==> config.mk <==
export PLATFORM = sky130hd
export DESIGN_NAME = wdt_prescaled
export DESIGN_NICKNAME = d
export VERILOG_FILES = /design/src/rtl/wdt_pkg.sv /design/src/rtl/wdt_ctrl_reg.sv /design/src/rtl/wdt_prescaler.sv /design/src/rtl/wdt_counter.sv /design/src/rtl/wdt_pulse.sv /design/src/rtl/wdt_prescaled.sv
export SDC_FILE = /design/constraint.sdc
export NUM_CORES = 1
export LEC_CHECK = 0
export BUFFER_PORTS_ARGS = -buffer_cell sky130_fd_sc_hd__buf_2
export CAP_MARGIN = 20
export CORE_AREA = 2 2 57 59
export DETAILED_ROUTE_END_ITERATION = 12
export DIE_AREA = 0 0 59 61
export PLACE_DENSITY = 0.77
export SYNTH_ARGS = -nofsm -noshare
export SYNTH_HDL_FRONTEND = slang
export SYNTH_SLANG_ARGS = --single-unit
==> constraint.sdc <==
create_clock -name clk_i -period 2.5 [get_ports clk_i]
set_input_delay 0.125 -clock clk_i [delete_from_list [all_inputs] [get_ports clk_i]]
set_output_delay 0.125 -clock clk_i [all_outputs]
set_load 0.005 [all_outputs]
==> src/rtl/wdt_pkg.sv <==
package wdt_pkg;
  localparam int unsigned CTRL_W  = 8;
  localparam int unsigned EN_BIT  = 7;
  localparam int unsigned RST_BIT = 5;
  localparam int unsigned SEL_W   = 3;
endpackage

==> src/rtl/wdt_ctrl_reg.sv <==
module wdt_ctrl_reg
  import wdt_pkg::*;
(
  input  logic              clk_i,
  input  logic              rst_ni,
  input  logic              wr_en_i,
  input  logic [CTRL_W-1:0] wr_data_i,
  input  logic              ovf_i,
  input  logic              busy_i,
  output logic              en_o,
  output logic [SEL_W-1:0]  sel_o,
  output logic              restart_o,
  output logic [CTRL_W-1:0] rd_data_o
);
  localparam logic [CTRL_W-1:0] USED_MASK =
    CTRL_W'((1 << EN_BIT) | (1 << RST_BIT) | ((1 << SEL_W) - 1));

  logic             en_q;
  logic [SEL_W-1:0] sel_q;
  logic             wr_ok;
  logic             unused_bits;

  assign wr_ok       = wr_en_i & ~busy_i;
  assign restart_o   = wr_ok & wr_data_i[RST_BIT];
  assign unused_bits = ^(wr_data_i & ~USED_MASK);

  always_ff @(posedge clk_i or negedge rst_ni) begin
    if (!rst_ni) begin
      en_q  <= 1'b0;
      sel_q <= '0;
    end else if (ovf_i) begin
      en_q  <= 1'b0;  // watchdog reset drops enable, code kept
    end else if (wr_ok) begin
      en_q  <= wr_data_i[EN_BIT];
      sel_q <= wr_data_i[SEL_W-1:0];
    end
  end

  always_comb begin
    rd_data_o                = '0;
    rd_data_o[EN_BIT]        = en_q;
    rd_data_o[SEL_W-1:0]     = sel_q;
  end

  assign en_o  = en_q;
  assign sel_o = sel_q;

  AST_EN_DROP: assert property (@(posedge clk_i) disable iff (!rst_ni)
    ovf_i |=> !en_q);
  AST_BUSY_FREEZE: assert property (@(posedge clk_i) disable iff (!rst_ni)
    busy_i |=> ($stable(en_q) && $stable(sel_q)));
endmodule

==> src/rtl/wdt_prescaler.sv <==
module wdt_prescaler #(
  parameter int unsigned SEL_W = 3
) (
  input  logic             clk_i,
  input  logic             rst_ni,
  input  logic             run_i,
  input  logic             clr_i,
  input  logic [SEL_W-1:0] sel_i,
  output logic             tick_o
);
  localparam int unsigned NCODE = 1 << SEL_W;
  localparam int unsigned PRE_W = NCODE;

  logic [PRE_W-1:0] pre_q;
  logic [NCODE-1:0] hit;

  // code g fires when the low g+1 bits are all ones: period 2^(g+1)
  for (genvar g = 0; g < NCODE; g++) begin : g_tap
    assign hit[g] = &pre_q[g:0];
  end

  assign tick_o = run_i & hit[sel_i];

  always_ff @(posedge clk_i or negedge rst_ni) begin
    if (!rst_ni)               pre_q <= '0;
    else if (!run_i || clr_i)  pre_q <= '0;
    else                       pre_q <= pre_q + 1'b1;
  end

  AST_PRE_IDLE: assert property (@(posedge clk_i) disable iff (!rst_ni)
    !run_i |=> (pre_q == '0));
  AST_PRE_RESTART: assert property (@(posedge clk_i) disable iff (!rst_ni)
    clr_i |=> (pre_q == '0));
endmodule

==> src/rtl/wdt_counter.sv <==
module wdt_counter #(
  parameter int unsigned CNT_W = 16
) (
  input  logic clk_i,
  input  logic rst_ni,
  input  logic run_i,
  input  logic clr_i,
  input  logic tick_i,
  output logic ovf_o
);
  logic [CNT_W-1:0] cnt_q;

  // restart in the same cycle wins over overflow
  assign ovf_o = tick_i & (&cnt_q) & ~clr_i;

  always_ff @(posedge clk_i or negedge rst_ni) begin
    if (!rst_ni)              cnt_q <= '0;
    else if (!run_i || clr_i) cnt_q <= '0;
    else if (tick_i)          cnt_q <= cnt_q + 1'b1;
  end

  AST_CNT_WRAP: assert property (@(posedge clk_i) disable iff (!rst_ni)
    ovf_o |=> (cnt_q == '0));
  AST_CNT_IDLE: assert property (@(posedge clk_i) disable iff (!rst_ni)
    !run_i |=> (cnt_q == '0));
  AST_CNT_RESTART: assert property (@(posedge clk_i) disable iff (!rst_ni)
    clr_i |=> (cnt_q == '0));
  AST_CNT_HOLD: assert property (@(posedge clk_i) disable iff (!rst_ni)
    (run_i && !tick_i && !clr_i) |=> $stable(cnt_q));
endmodule

==> src/rtl/wdt_pulse.sv <==
module wdt_pulse #(
  parameter int unsigned PULSE_LEN = 4
) (
  input  logic clk_i,
  input  logic rst_ni,
  input  logic trig_i,
  output logic act_o
);
  localparam int unsigned PW = $clog2(PULSE_LEN + 1);

  logic [PW-1:0] cnt_q;

  always_ff @(posedge clk_i or negedge rst_ni) begin
    if (!rst_ni)                      cnt_q <= '0;
    else if (trig_i && cnt_q == '0)   cnt_q <= PW'(PULSE_LEN);
    else if (cnt_q != '0)             cnt_q <= cnt_q - 1'b1;
  end

  assign act_o = (cnt_q != '0);

  AST_PULSE_START: assert property (@(posedge clk_i) disable iff (!rst_ni)
    (trig_i && !act_o) |=> act_o);
  AST_PULSE_HOLD: assert property (@(posedge clk_i) disable iff (!rst_ni)
    (act_o && cnt_q != PW'(1)) |=> act_o);
  AST_PULSE_END: assert property (@(posedge clk_i) disable iff (!rst_ni)
    (cnt_q == PW'(1) && !trig_i) |=> !act_o);
endmodule

==> src/rtl/wdt_prescaled.sv <==
module wdt_prescaled
  import wdt_pkg::*;
#(
  parameter int unsigned CNT_W     = 16,
  parameter int unsigned PULSE_LEN = 4
) (
  input  logic              clk_i,
  input  logic              rst_ni,
  input  logic              wr_en_i,
  input  logic [CTRL_W-1:0] wr_data_i,
  output logic [CTRL_W-1:0] rd_data_o,
  output logic              wdt_rst_o
);
  logic             en;
  logic [SEL_W-1:0] sel;
  logic             restart;
  logic             tick;
  logic             ovf;
  logic             busy;

  wdt_ctrl_reg u_reg (
    .clk_i     (clk_i),
    .rst_ni    (rst_ni),
    .wr_en_i   (wr_en_i),
    .wr_data_i (wr_data_i),
    .ovf_i     (ovf),
    .busy_i    (busy),
    .en_o      (en),
    .sel_o     (sel),
    .restart_o (restart),
    .rd_data_o (rd_data_o)
  );

  wdt_prescaler #(.SEL_W(SEL_W)) u_pre (
    .clk_i  (clk_i),
    .rst_ni (rst_ni),
    .run_i  (en),
    .clr_i  (restart),
    .sel_i  (sel),
    .tick_o (tick)
  );

  wdt_counter #(.CNT_W(CNT_W)) u_cnt (
    .clk_i  (clk_i),
    .rst_ni (rst_ni),
    .run_i  (en),
    .clr_i  (restart),
    .tick_i (tick),
    .ovf_o  (ovf)
  );

  wdt_pulse #(.PULSE_LEN(PULSE_LEN)) u_pulse (
    .clk_i  (clk_i),
    .rst_ni (rst_ni),
    .trig_i (ovf),
    .act_o  (busy)
  );

  assign wdt_rst_o = busy;

  AST_NO_RUN_IN_PULSE: assert property (@(posedge clk_i) disable iff (!rst_ni)
    $rose(wdt_rst_o) |-> !rd_data_o[EN_BIT]);
endmodule

==> results of run 1 <==
cell families (layout without fill, tap and decap cells):
family / after synthesis / count (layout) / share of synthesized area [%]
muxes: 5 / 5 / 3.240
adders and majority gates: 6 / 6 / 4.521
and+or+nand+nor: 67 / 67 / 22.08
other: 1 / 4 / 0.2259
buffers and inverters: 20 / 34 / 5.803
AOI/OAI and AO/OA: 39 / 39 / 14.77
xor gates and xnor gates: 5 / 5 / 2.637
DFF: 31 / 31 / 46.72
layout make-up:
class / count / area, um2 / share of cell area (%)
clock buffers: 6 / 41.29 / 2.277
inverters: 8 / 30.03 / 1.656
multi-input cells: 126 / 802.0 / 44.24
flip-flops and latches: 31 / 775.7 / 42.79
well taps: 33 / 41.29 / 2.277
repair buffers: 20 / 122.6 / 6.763
stage by stage:
step,hold WS [ns],TNS [ns],std cells
after floorplan,-0.1706,0,177
after global placement,0.1995,0,214
after detailed placement,0.2089,0,214
after CTS,0.008024,0,221
after global routing,0.01291,-0.02837,224
final,0.02473,0,224
cells in the final DEF (no fill, tap or decap), types with 6 or more instances in the layout:
cell     netlist  final
dfrtp_1       31     31
a21oi_1       14     14
buf_2          2     12
o31ai_1       10     10
nand3_1       13     13
nand2_1       12     12
o21ai_0        6      6
inv_1          8      8
or4_1         10     10
buf_4          5      7
nor2_1        11     11
synthesized netlist by cell type, drive strengths merged, types with 2 or more instances:
cell type	instances	area, um2
mux2i	2	20.02
ha	6	75.07
o31ai	10	75.07
a21oi	14	70.07
and2	3	18.77
nand4	3	18.77
a31oi	2	12.51
dfrtp	31	775.7
inv	8	30.03
clkbuf	5	18.77
mux2	3	33.78
nand2	12	45.04
nor2	11	41.29
o211ai	2	15.01
or3	4	25.02
nor2b	2	12.51
o21ai	6	30.03
nand3	13	65.06
or4	10	75.07
and3	4	25.02
xor2	4	35.03
buf	7	47.55
metal layers:
layer,vias to the layer above,track usage (%)
li1,664,-
met1,657,25.37
met2,27,33.49
met3,2,5.970
met4,0,6.494
met5,-,0
state kept, by name, indices dropped and copies added (netlist names):
name and flops:
u_reg.sel_o 3, u_pulse.cnt_q 3, u_reg.en_o 1, u_pre.pre_q 8, u_cnt.cnt_q 16
power breakdown:
part | internal [uW] | switching [uW] | total, uW
sequential | 511 | 13.8 | 525
clock | 99.9 | 162 | 262
combinational | 35.8 | 49.5 | 85.4
path summary, 6_finish.rpt:
kind / cells after the start / to / slack [ns] / start
worst min-delay path: 2 / u_reg.sel_o[1]$_DFFE_PN0P_ / 0.02 / wr_data_i[1]
min in group asynchronous: 2 / u_cnt.cnt_q[7]$_DFFE_PN0P_ / 0.37 / rst_ni
worst max register to register: 9 / u_reg.sel_o[0]$_DFFE_PN0P_ / 0.13 / u_pre.pre_q[0]$_DFF_PN0_
worst max-delay path: 9 / u_reg.sel_o[0]$_DFFE_PN0P_ / 0.13 / u_pre.pre_q[0]$_DFF_PN0_
worst min register to register: 2 / u_pulse.cnt_q[0]$_DFFE_PN0P_ / 0.54 / u_pulse.cnt_q[0]$_DFFE_PN0P_
max in group asynchronous: 2 / u_pre.pre_q[6]$_DFF_PN0_ / 1.67 / rst_ni
repair_timing:
action                                  in CTS  in global routing
hold buffers                                 1                  0
resized for setup                            0                  1
hold endpoints to repair                    31                  0
endpoints found under the setup margin       0                  9
buffers inserted                             0                  3
==> summary.txt, run 1 <==
Power
  • Tot Pwr: 872.3 uW
  • Cell Pwr Density: 481.2 nW/um2
  • VDD IR max: 0.0002705 V
  • Leak: 0.0007992 uW

Run status
  • Status: complete, no violations

Floorplan
  • Die Footprint: 3599 um2
  • Row cnt: 20
  • Starting density of the core: 56.23%
  • I/O pins: 20
  • Die H: 61 um
  • Total core area: 2953 um2
  • Die X: 59 um

Critical path
  • Worst path arrival time: 2.59 ns
  • Worst path slowest cell: dfrtp_1
  • Worst-path cell chain: ha_2, and3_1, ha_1, nor4b_1, a211oi_1, nand4_1, buf_4, o211a_1, mux2_2
  • CP required: 2.72 ns
  • Slowest stage delay, CP: 0.41 ns
  • Critical Path Start Type: flop
  • Worst Setup Path Type: flop to flop
  • CP max FO: 5
  • Buf/Inv on CP: 1
  • CP endpoint kind: flop
  • CP top delay family: simple AND/OR/NAND/NOR gates

Clocking
  • H-tree depth: 2
  • Worst-Skew Late Latency: 0.33 ns
  • CTS max path bufs: 2
  • CTS tree: done
  • CTS root buf: clkbuf_4
  • CTS sink count: 31
  • Clock transition at the registers of the reported paths: 0.09 ns
  • Total CTS buffers: 5

Logic synthesis
  • EDFF count, synth: 0
  • Ys Warns: 0
  • Distinct cell type count after synthesis: 35
  • Seq/Total Area, Yosys: 46.72%
  • Mapped cell area: 1660 um2
  • Primary FF master, synth: dfrtp_1
  • Mapped Avg Cell Area: 9.542 um2
  • Async set-or-reset flop fraction in the synthesized netlist: 100.0%
  • Flops & latches, synth: 31
  • Gate Count Post-Synth: 174

Cells and area
  • Fillcell total: 261
  • Layout cells sized above 1: 14.66%
  • Final core utilization: 61.40%
  • Area delta synth->final: 9.194%
  • Antenna fix cells: 0
  • Fin nets: 209
  • Finished layout cell area: 1813 um2

GRT
  • Gr ovfl total: 0
  • Largest net degree at the start of global routing: 32
  • First-pass GRT wire length: 5.499 mm
  • Vias in the first global route: 1296
  • Initial antenna violation count: 0
  • Gr usage total: 20.14%

Drt
  • DR WL met2: 1.596 mm
  • DRT Pass-1 Iters: 4
  • Top layer in use: met4
  • Post-Route WL: 3.216 mm
  • Met3 wire length: 127 um
  • Antenna Nets Post-Route: 0
  • Via density: 6.027
  • WL/cell: 14.36 um
  • Metal-1 WL: 1.467 mm
  • Vias: 1350
  • Number of remaining DRC errors: 0
  • Initial drt markers: 77

STA
  • Fin crit period: 2.373 ns
  • Final Hold Fails: 0
  • Final worst setup slack: 0.1275 ns
  • Slew Limit Headroom: 53.37%
  • Final Max Tran Viols: 0
  • Worst-margin pin slew: 0.6995 ns
  • Unrepaired setup endpoints after global routing: true
  • Fin Clk Skew: 0.006797 ns
  • Endpoints failing setup: 0
  • Fmax: 421.5 MHz
  • Tcrit/Tclk final: 94.90%

Job
  • Max-Cap Viols: 0

Placed design
  • DP Area: 1737 um2
  • Pre-CTS setup slack: 0.05693 ns
  • HPWL Detailed: 2.290 mm
  • PortBufs: 12
  • RD Place Congestion: 0.7546

Hold path
  • Min-Delay Path Class: primary input to flop
No activity file was read; power rests on OpenSTA's default activity.
==> inputs of run 2 (changes only) <==
--- a/config.mk
+++ b/config.mk
@@ -5,7 +5,7 @@
 export SDC_FILE = /design/constraint.sdc
 export NUM_CORES = 1
 export LEC_CHECK = 0
-export BUFFER_PORTS_ARGS = -buffer_cell sky130_fd_sc_hd__buf_2
+export BUFFER_PORTS_ARGS = -buffer_cell sky130_fd_sc_hd__clkbuf_2
 export CAP_MARGIN = 20
 export CORE_AREA = 2 2 57 59
 export DETAILED_ROUTE_END_ITERATION = 12
==> run 2 against run 1 <==
Flip-flop and latch count is the same. Combinational power increased by 3.9%. Global-route usage is 0.14 points higher. Via count grew 1.1%. Fmax down 0.38%. Non-clock buffer count is 1 higher. Total power increased by 8.7%.
==> summary.txt, run 2 (synthesis gave the netlist of run 1 again) <==
Cells and area
  • Number of flip-flops in the largest register: 16 (unchanged)
  • Biggest register: u_cnt.cnt_q
  • Fillcell total: 247 (-5.4%)
  • Fin nets: 210 (+0.48%)
  • Antenna fix cells: 0 (unchanged)
  • Area delta synth->final: 12.58%
  • Finished Layout Cells: 227 (+1.3%)
  • Largest registers: u_cnt.cnt_q (16), u_pre.pre_q (8)
  • Layout cells sized above 1: 16.49% (+1.8 points)
  • Commonest non-fill, non-tap cell in the layout: dfrtp_1
  • Most frequent cells in the layout: dfrtp_1, a21oi_1, nand3_1

STA
  • Fin crit period: 2.382 ns (+0.009032 ns)
  • Worst-margin pin slew: 0.7606 ns (+0.06107 ns)
  • Endpoints failing setup: 0 (unchanged)
  • Fmax: 419.9 MHz (-0.38%)
  • Hold_ws: 0.02697 ns (+0.002238 ns)
  • Slew Limit Headroom: 49.29% (-4.1 points)
  • Final Hold Fails: 0 (unchanged)
  • Final Max Tran Viols: 0 (unchanged)
  • Fin Clk Skew: 0.008293 ns (+0.001496 ns)
  • Tcrit/Tclk final: 95.26% (+0.36 points)

Drt
  • DR WL met2: 1.623 mm (+1.7%)
  • Via density: 6.013 (-0.23%)
  • Vias: 1365 (+1.1%)
  • WL/cell: 14.31 um (-0.31%)
  • DRT Pass-1 Iters: 4 (unchanged)
  • Metal-1 WL: 1.426 mm (-2.8%)
  • Number of remaining DRC errors: 0 (unchanged)
  • Top layer in use: met4
  • Initial drt markers: 91 (+18%)
  • Antenna Nets Post-Route: 0 (unchanged)
  • Met3 wire length: 169 um (+33%)
  • Post-Route WL: 3.249 mm (+1.0%)

Hold path
  • WHS Path Cells: 2 (unchanged)
  • Min-Delay Path Class: primary input to flop

Floorplan
  • Row cnt: 20 (unchanged)
  • I/O pins: 20 (unchanged)
  • Total core area: 2953 um2 (unchanged)
  • Die H: 61 um (unchanged)
  • Die X: 59 um (unchanged)
  • Die Footprint: 3599 um2 (unchanged)
  • Starting density of the core: 56.23% (unchanged)

Clocking
  • Clock transition at the registers of the reported paths: 0.09 ns (about the same)
  • CTS root buf: clkbuf_4
  • CTS sink count: 31 (unchanged)
  • CTS max path bufs: 2 (unchanged)
  • Worst-Skew Late Latency: 0.33 ns (about the same)
  • CTS tree: done
  • Total CTS buffers: 5 (unchanged)
  • H-tree depth: 2 (unchanged)

Job
  • Max-Cap Viols: 0 (unchanged)

GRT
  • Gr usage total: 20.29% (+0.14 points)
  • Largest net degree at the start of global routing: 32 (unchanged)
  • Gr ovfl total: 0 (unchanged)
  • First-pass GRT wire length: 5.368 mm (-2.4%)
  • Vias in the first global route: 1288 (-0.62%)
  • Initial antenna violation count: 0 (unchanged)

Power
  • VDD IR max: 0.0002386 V (-12%)
  • Leak: 0.0008222 uW (+2.9%)
  • Cell Pwr Density: 507.2 nW/um2 (+5.4%)

Run status
  • Status: complete, no violations

Critical path
  • Worst path slowest cell: dfrtp_1
  • R2R depth: 10 (+1)
  • Worst path arrival time: 2.60 ns (about the same)
  • CP endpoint kind: flop
  • CP required: 2.72 ns (about the same)
  • Critical Path Start Type: flop
  • Worst Setup Path Type: flop to flop
  • CP max FO: 8 (+3)
  • Slowest stage delay, CP: 0.45 ns (+0.04 ns)
  • Worst-path cell chain: ha_4, and3_1, ha_1, nor4b_2, a211oi_1, nand4_1, buf_6, buf_2, nor2_1, a221o_1

Placed design
  • PortBufs: 12 (unchanged)
  • RD Place Congestion: 0.7565 (+0.25%)
  • HPWL Detailed: 2.206 mm (-3.7%)
  • DP Cell Count: 214 (unchanged)
==> run 2: cell types whose count changed in the layout (fill, tap and decap cells not counted), moves of 2 or more <==
cell      previous run  this run
clkbuf_8             0         2
buf_2               12         1
buf_6                0         2
buf_4                7         5
clkbuf_2             0        12
==> run 2: critical path, delay by kind of cell (launching register included) <==
| kind | cells | cell delay, ns |
|---|---|---|
| buffers and inverters | 2 | 0.32 |
| DFF | 1 | 0.45 |
| AOI/OAI and AO/OA | 2 | 0.40 |
| adders and majority gates | 2 | 0.38 |
| and+or+nand+nor | 4 | 0.72 |
==> run 2: cell type report <==
class,count,area (um2),share of cell area [%]
multi-input cells,126,818.3,43.78
flip-flops and latches,31,775.7,41.50
repair buffers,21,135.1,7.229
clock buffers,8,68.82,3.681
well taps,33,41.29,2.209
inverters,8,30.03,1.606
==> run 2: per-stage QoR <==
| stage | TNS, ns | util [%] | total power, uW | worst slack (ns) | instance area, um2 |
|---|---|---|---|---|---|
| floorplan | 0 | - | 582.4 | 0.2098 | 1672 |
| global placement | 0 | 58.81 | 610.1 | 0.1996 | 1737 |
| detailed placement | 0 | 58.81 | 613.0 | 0.1202 | 1737 |
| CTS | 0 | 61.48 | 946.6 | 0.09923 | 1815 |
| global route | -0.1012 | 63.31 | 996.8 | -0.05576 | 1869 |
| finish | 0 | 63.31 | 948.0 | 0.1185 | 1869 |
==> run 2: worst paths after layout <==
| kind | end | slack [ns] | startpoint |
|---|---|---|---|
| setup / recovery | u_pulse.cnt_q[2]$_DFFE_PN0P_ | 0.12 | u_pre.pre_q[0]$_DFF_PN0_ |
| hold reg to reg | u_pulse.cnt_q[0]$_DFFE_PN0P_ | 0.53 | u_pulse.cnt_q[0]$_DFFE_PN0P_ |
| max in group asynchronous | u_pre.pre_q[6]$_DFF_PN0_ | 1.62 | rst_ni |
| setup reg to reg | u_pulse.cnt_q[2]$_DFFE_PN0P_ | 0.12 | u_pre.pre_q[0]$_DFF_PN0_ |
| hold / removal | u_reg.sel_o[1]$_DFFE_PN0P_ | 0.03 | wr_data_i[1] |
| min in group asynchronous | u_cnt.cnt_q[9]$_DFFE_PN0P_ | 0.40 | rst_ni |
==> run 2: repair_timing <==
| action | 4_1_cts | 5_1_grt |
|---|---|---|
| setup endpoints to repair | 0 | 9 |
| hold endpoints to repair | 31 | 0 |
| hold buffers | 1 | 0 |
| resized for setup | 0 | 5 |
| setup buffers | 0 | 4 |
==> run 2: report_power, final <==
group / leakage [uW] / total (uW) / internal (uW) / switching (uW)
Combinational: 0.000361 / 88.7 / 38.3 / 50.4
Clock: 0.0000386 / 332 / 165 / 167
Sequential: 0.000423 / 527 / 511 / 15.8
Total: 0.000822 / 948 / 715 / 233
==> run 2: routing by layer <==
metal | GRT usage, % | up-vias
met2 | 33.17 | 37
met4 | 9.091 | 0
met1 | 23.21 | 657
met3 | 8.742 | 4
met5 | 0 | -
li1 | - | 667
==> inputs of run 3 (changes only) <==
--- a/config.mk
+++ b/config.mk
@@ -10,6 +10,7 @@
 export CORE_AREA = 2 2 57 59
 export DETAILED_ROUTE_END_ITERATION = 12
 export DIE_AREA = 0 0 59 61
+export MAX_ROUTING_LAYER = met4
 export PLACE_DENSITY = 0.77
 export SYNTH_ARGS = -nofsm -noshare
 export SYNTH_HDL_FRONTEND = slang
==> run 3 against run 2 <==
First-iteration DRC count decreased by 1.1%. Design area unchanged. Worst setup slack got worse by 0.0065 ns. Utilization unchanged. Clock power about the same. Clock skew decreased by 0.00065 ns. Sequential share of layout area unchanged. Non-clock buffer count unchanged. Via count decreased by 0.95%. Wire length decreased by 1.2%. Highest routed layer unchanged.
==> summary.txt, run 3 (synthesis gave the netlist of run 1 again) <==
Clocking
  • H-tree depth: 2 (unchanged)
  • CTS max path bufs: 2 (unchanged)
  • CTS root buf: clkbuf_4
  • Worst-Skew Late Latency: 0.33 ns (about the same)
  • CTS sink count: 31 (unchanged)
  • Total CTS buffers: 5 (unchanged)
  • Clock transition at the registers of the reported paths: 0.09 ns (about the same)
  • CTS tree: done

Placed design
  • RD Place Congestion: 0.7662 (+1.3%)
  • PortBufs: 12 (unchanged)
  • DP Cell Count: 214 (unchanged)
  • HPWL Detailed: 2.206 mm (unchanged)
  • DP Area: 1737 um2 (unchanged)
  • Pre-CTS setup slack: 0.1202 ns (unchanged)

GRT
  • Gr ovfl total: 0 (unchanged)
  • First-pass GRT wire length: 5.361 mm (-0.13%)
  • Initial antenna violation count: 0 (unchanged)
  • Largest net degree at the start of global routing: 32 (unchanged)
  • Vias in the first global route: 1277 (-0.85%)
  • Gr usage total: 20.67% (+0.38 points)

Power
  • Cell Pwr Density: 506.8 nW/um2 (about the same)
  • VDD IR max: 0.0002392 V (+0.24%)
  • Leak: 0.0008222 uW (unchanged)
  • Tot Pwr: 947.3 uW (about the same)

Drt
  • Antenna Nets Post-Route: 0 (unchanged)
  • DRT Pass-1 Iters: 4 (unchanged)
  • Number of remaining DRC errors: 0 (unchanged)
  • Post-Route WL: 3.211 mm (-1.2%)
  • WL/cell: 14.15 um (-1.2%)
  • Initial drt markers: 90 (-1.1%)
  • Vias: 1352 (-0.95%)
  • Via density: 5.956 (-0.95%)

Cells and area
  • Antenna fix cells: 0 (unchanged)
  • Largest registers: u_cnt.cnt_q (16), u_pre.pre_q (8)
  • Layout cells sized above 1: 16.49% (unchanged)
  • Biggest register: u_cnt.cnt_q
  • Fillcell total: 247 (unchanged)
  • Number of flip-flops in the largest register: 16 (unchanged)
  • Reg area: 775.7 um2 (unchanged)
  • Commonest non-fill, non-tap cell in the layout: dfrtp_1
  • Fin nets: 210 (unchanged)
  • Finished Layout Cells: 227 (unchanged)
  • Area delta synth->final: 12.58% (unchanged)
  • Most frequent cells in the layout: dfrtp_1, a21oi_1, nand3_1
  • Multi-input gate area: 818.3 um2 (unchanged)
  • Finished layout cell area: 1869 um2 (unchanged)

STA
  • Slew Limit Headroom: 49.41% (+0.12 points)
  • Tcrit/Tclk final: 95.52% (+0.26 points)
  • Worst-margin pin slew: 0.7588 ns (-0.001788 ns)
  • Fmax: 418.8 MHz (-0.27%)
  • Endpoints failing setup: 0 (unchanged)
  • Final Max Tran Viols: 0 (unchanged)
  • Final Hold Fails: 0 (unchanged)
  • Final worst setup slack: 0.1120 ns (-0.006503 ns)
  • Fin Clk Skew: 0.007647 ns (-0.0006461 ns)
  • Total Negative Setup Slacks: 0 ns (unchanged)
  • Fin crit period: 2.388 ns (+0.006503 ns)

Floorplan
  • Die X: 59 um (unchanged)
  • Starting density of the core: 56.23% (unchanged)
  • Row cnt: 20 (unchanged)
  • Total core area: 2953 um2 (unchanged)
  • Die H: 61 um (unchanged)
  • I/O pins: 20 (unchanged)
  • Die Footprint: 3599 um2 (unchanged)

Critical path
  • CP required: 2.72 ns (about the same)
  • CP endpoint kind: flop
  • Worst Setup Path Type: flop to flop
  • Critical Path Start Type: flop
  • Worst Setup SP: u_pre.pre_q[0]$_DFF_PN0_
  • R2R depth: 10 (unchanged)
  • Critical R2R Launch: u_pre.pre_q[0]$_DFF_PN0_
  • Worst path arrival time: 2.61 ns (about the same)
  • CP max FO: 8 (unchanged)

Job
  • Max-Cap Viols: 0 (unchanged)

Hold path
  • Min-Delay Path Class: primary input to flop
  • Hold_sp: wr_data_i[1]
  • WHS Path Cells: 2 (unchanged)

Run status
  • Status: complete, no violations
==> run 3: layout make-up <==
class                           instances  area share, %
Inverter                                8          1.606
Clock buffer                            8          3.681
Tap cell                               33          2.209
Sequential cell                        31          41.50
Multi-Input combinational cell        126          43.78
Timing Repair Buffer                   21          7.229
==> run 3: final timing paths <==
path	slack (ns)	end
max in group asynchronous	1.62	u_pre.pre_q[7]$_DFF_PN0_
hold / removal	0.03	u_reg.sel_o[1]$_DFFE_PN0P_
min in group asynchronous	0.39	u_cnt.cnt_q[9]$_DFFE_PN0P_
setup / recovery	0.11	u_pulse.cnt_q[2]$_DFFE_PN0P_
hold reg to reg	0.53	u_pulse.cnt_q[0]$_DFFE_PN0P_
setup reg to reg	0.11	u_pulse.cnt_q[2]$_DFFE_PN0P_
==> run 3: critical path: stages (launching register included) <==
cell	delay (ns)
dfrtp_1	0.45
ha_4	0.20
and3_1	0.18
ha_1	0.18
nor4b_2	0.27
a211oi_1	0.08
nand4_1	0.17
buf_6	0.15
buf_2	0.17
nor2_1	0.10
a221o_1	0.32
==> run 3: where the power goes <==
group | internal [uW] | switching (uW)
Combinational | 38.3 | 50.0
Sequential | 511 | 15.8
Clock | 165 | 167
Total | 715 | 233
==> run 3: what timing repair did <==
item	CTS	global route
resized for setup	0	5
setup buffers	0	4
hold buffers	1	0
hold endpoints to repair	31	0
endpoints found under the setup margin	0	9
==> run 3: per-layer routing <==
layer	wire length, um	up-vias	track usage [%]
li1	-	664	-
met1	1415	649	23.21
met2	1596	34	33.17
met3	155	5	7.463
met4	42	0	9.091
met5	0	-	-
==> run 3: metrics by stage <==
step	hold slack [ns]	util, %
floorplan	-0.1706	-
global placement	0.2197	58.81
detailed placement	0.2299	58.81
CTS	0.01707	61.48
global route	0.01081	63.31
finish	0.02600	63.31
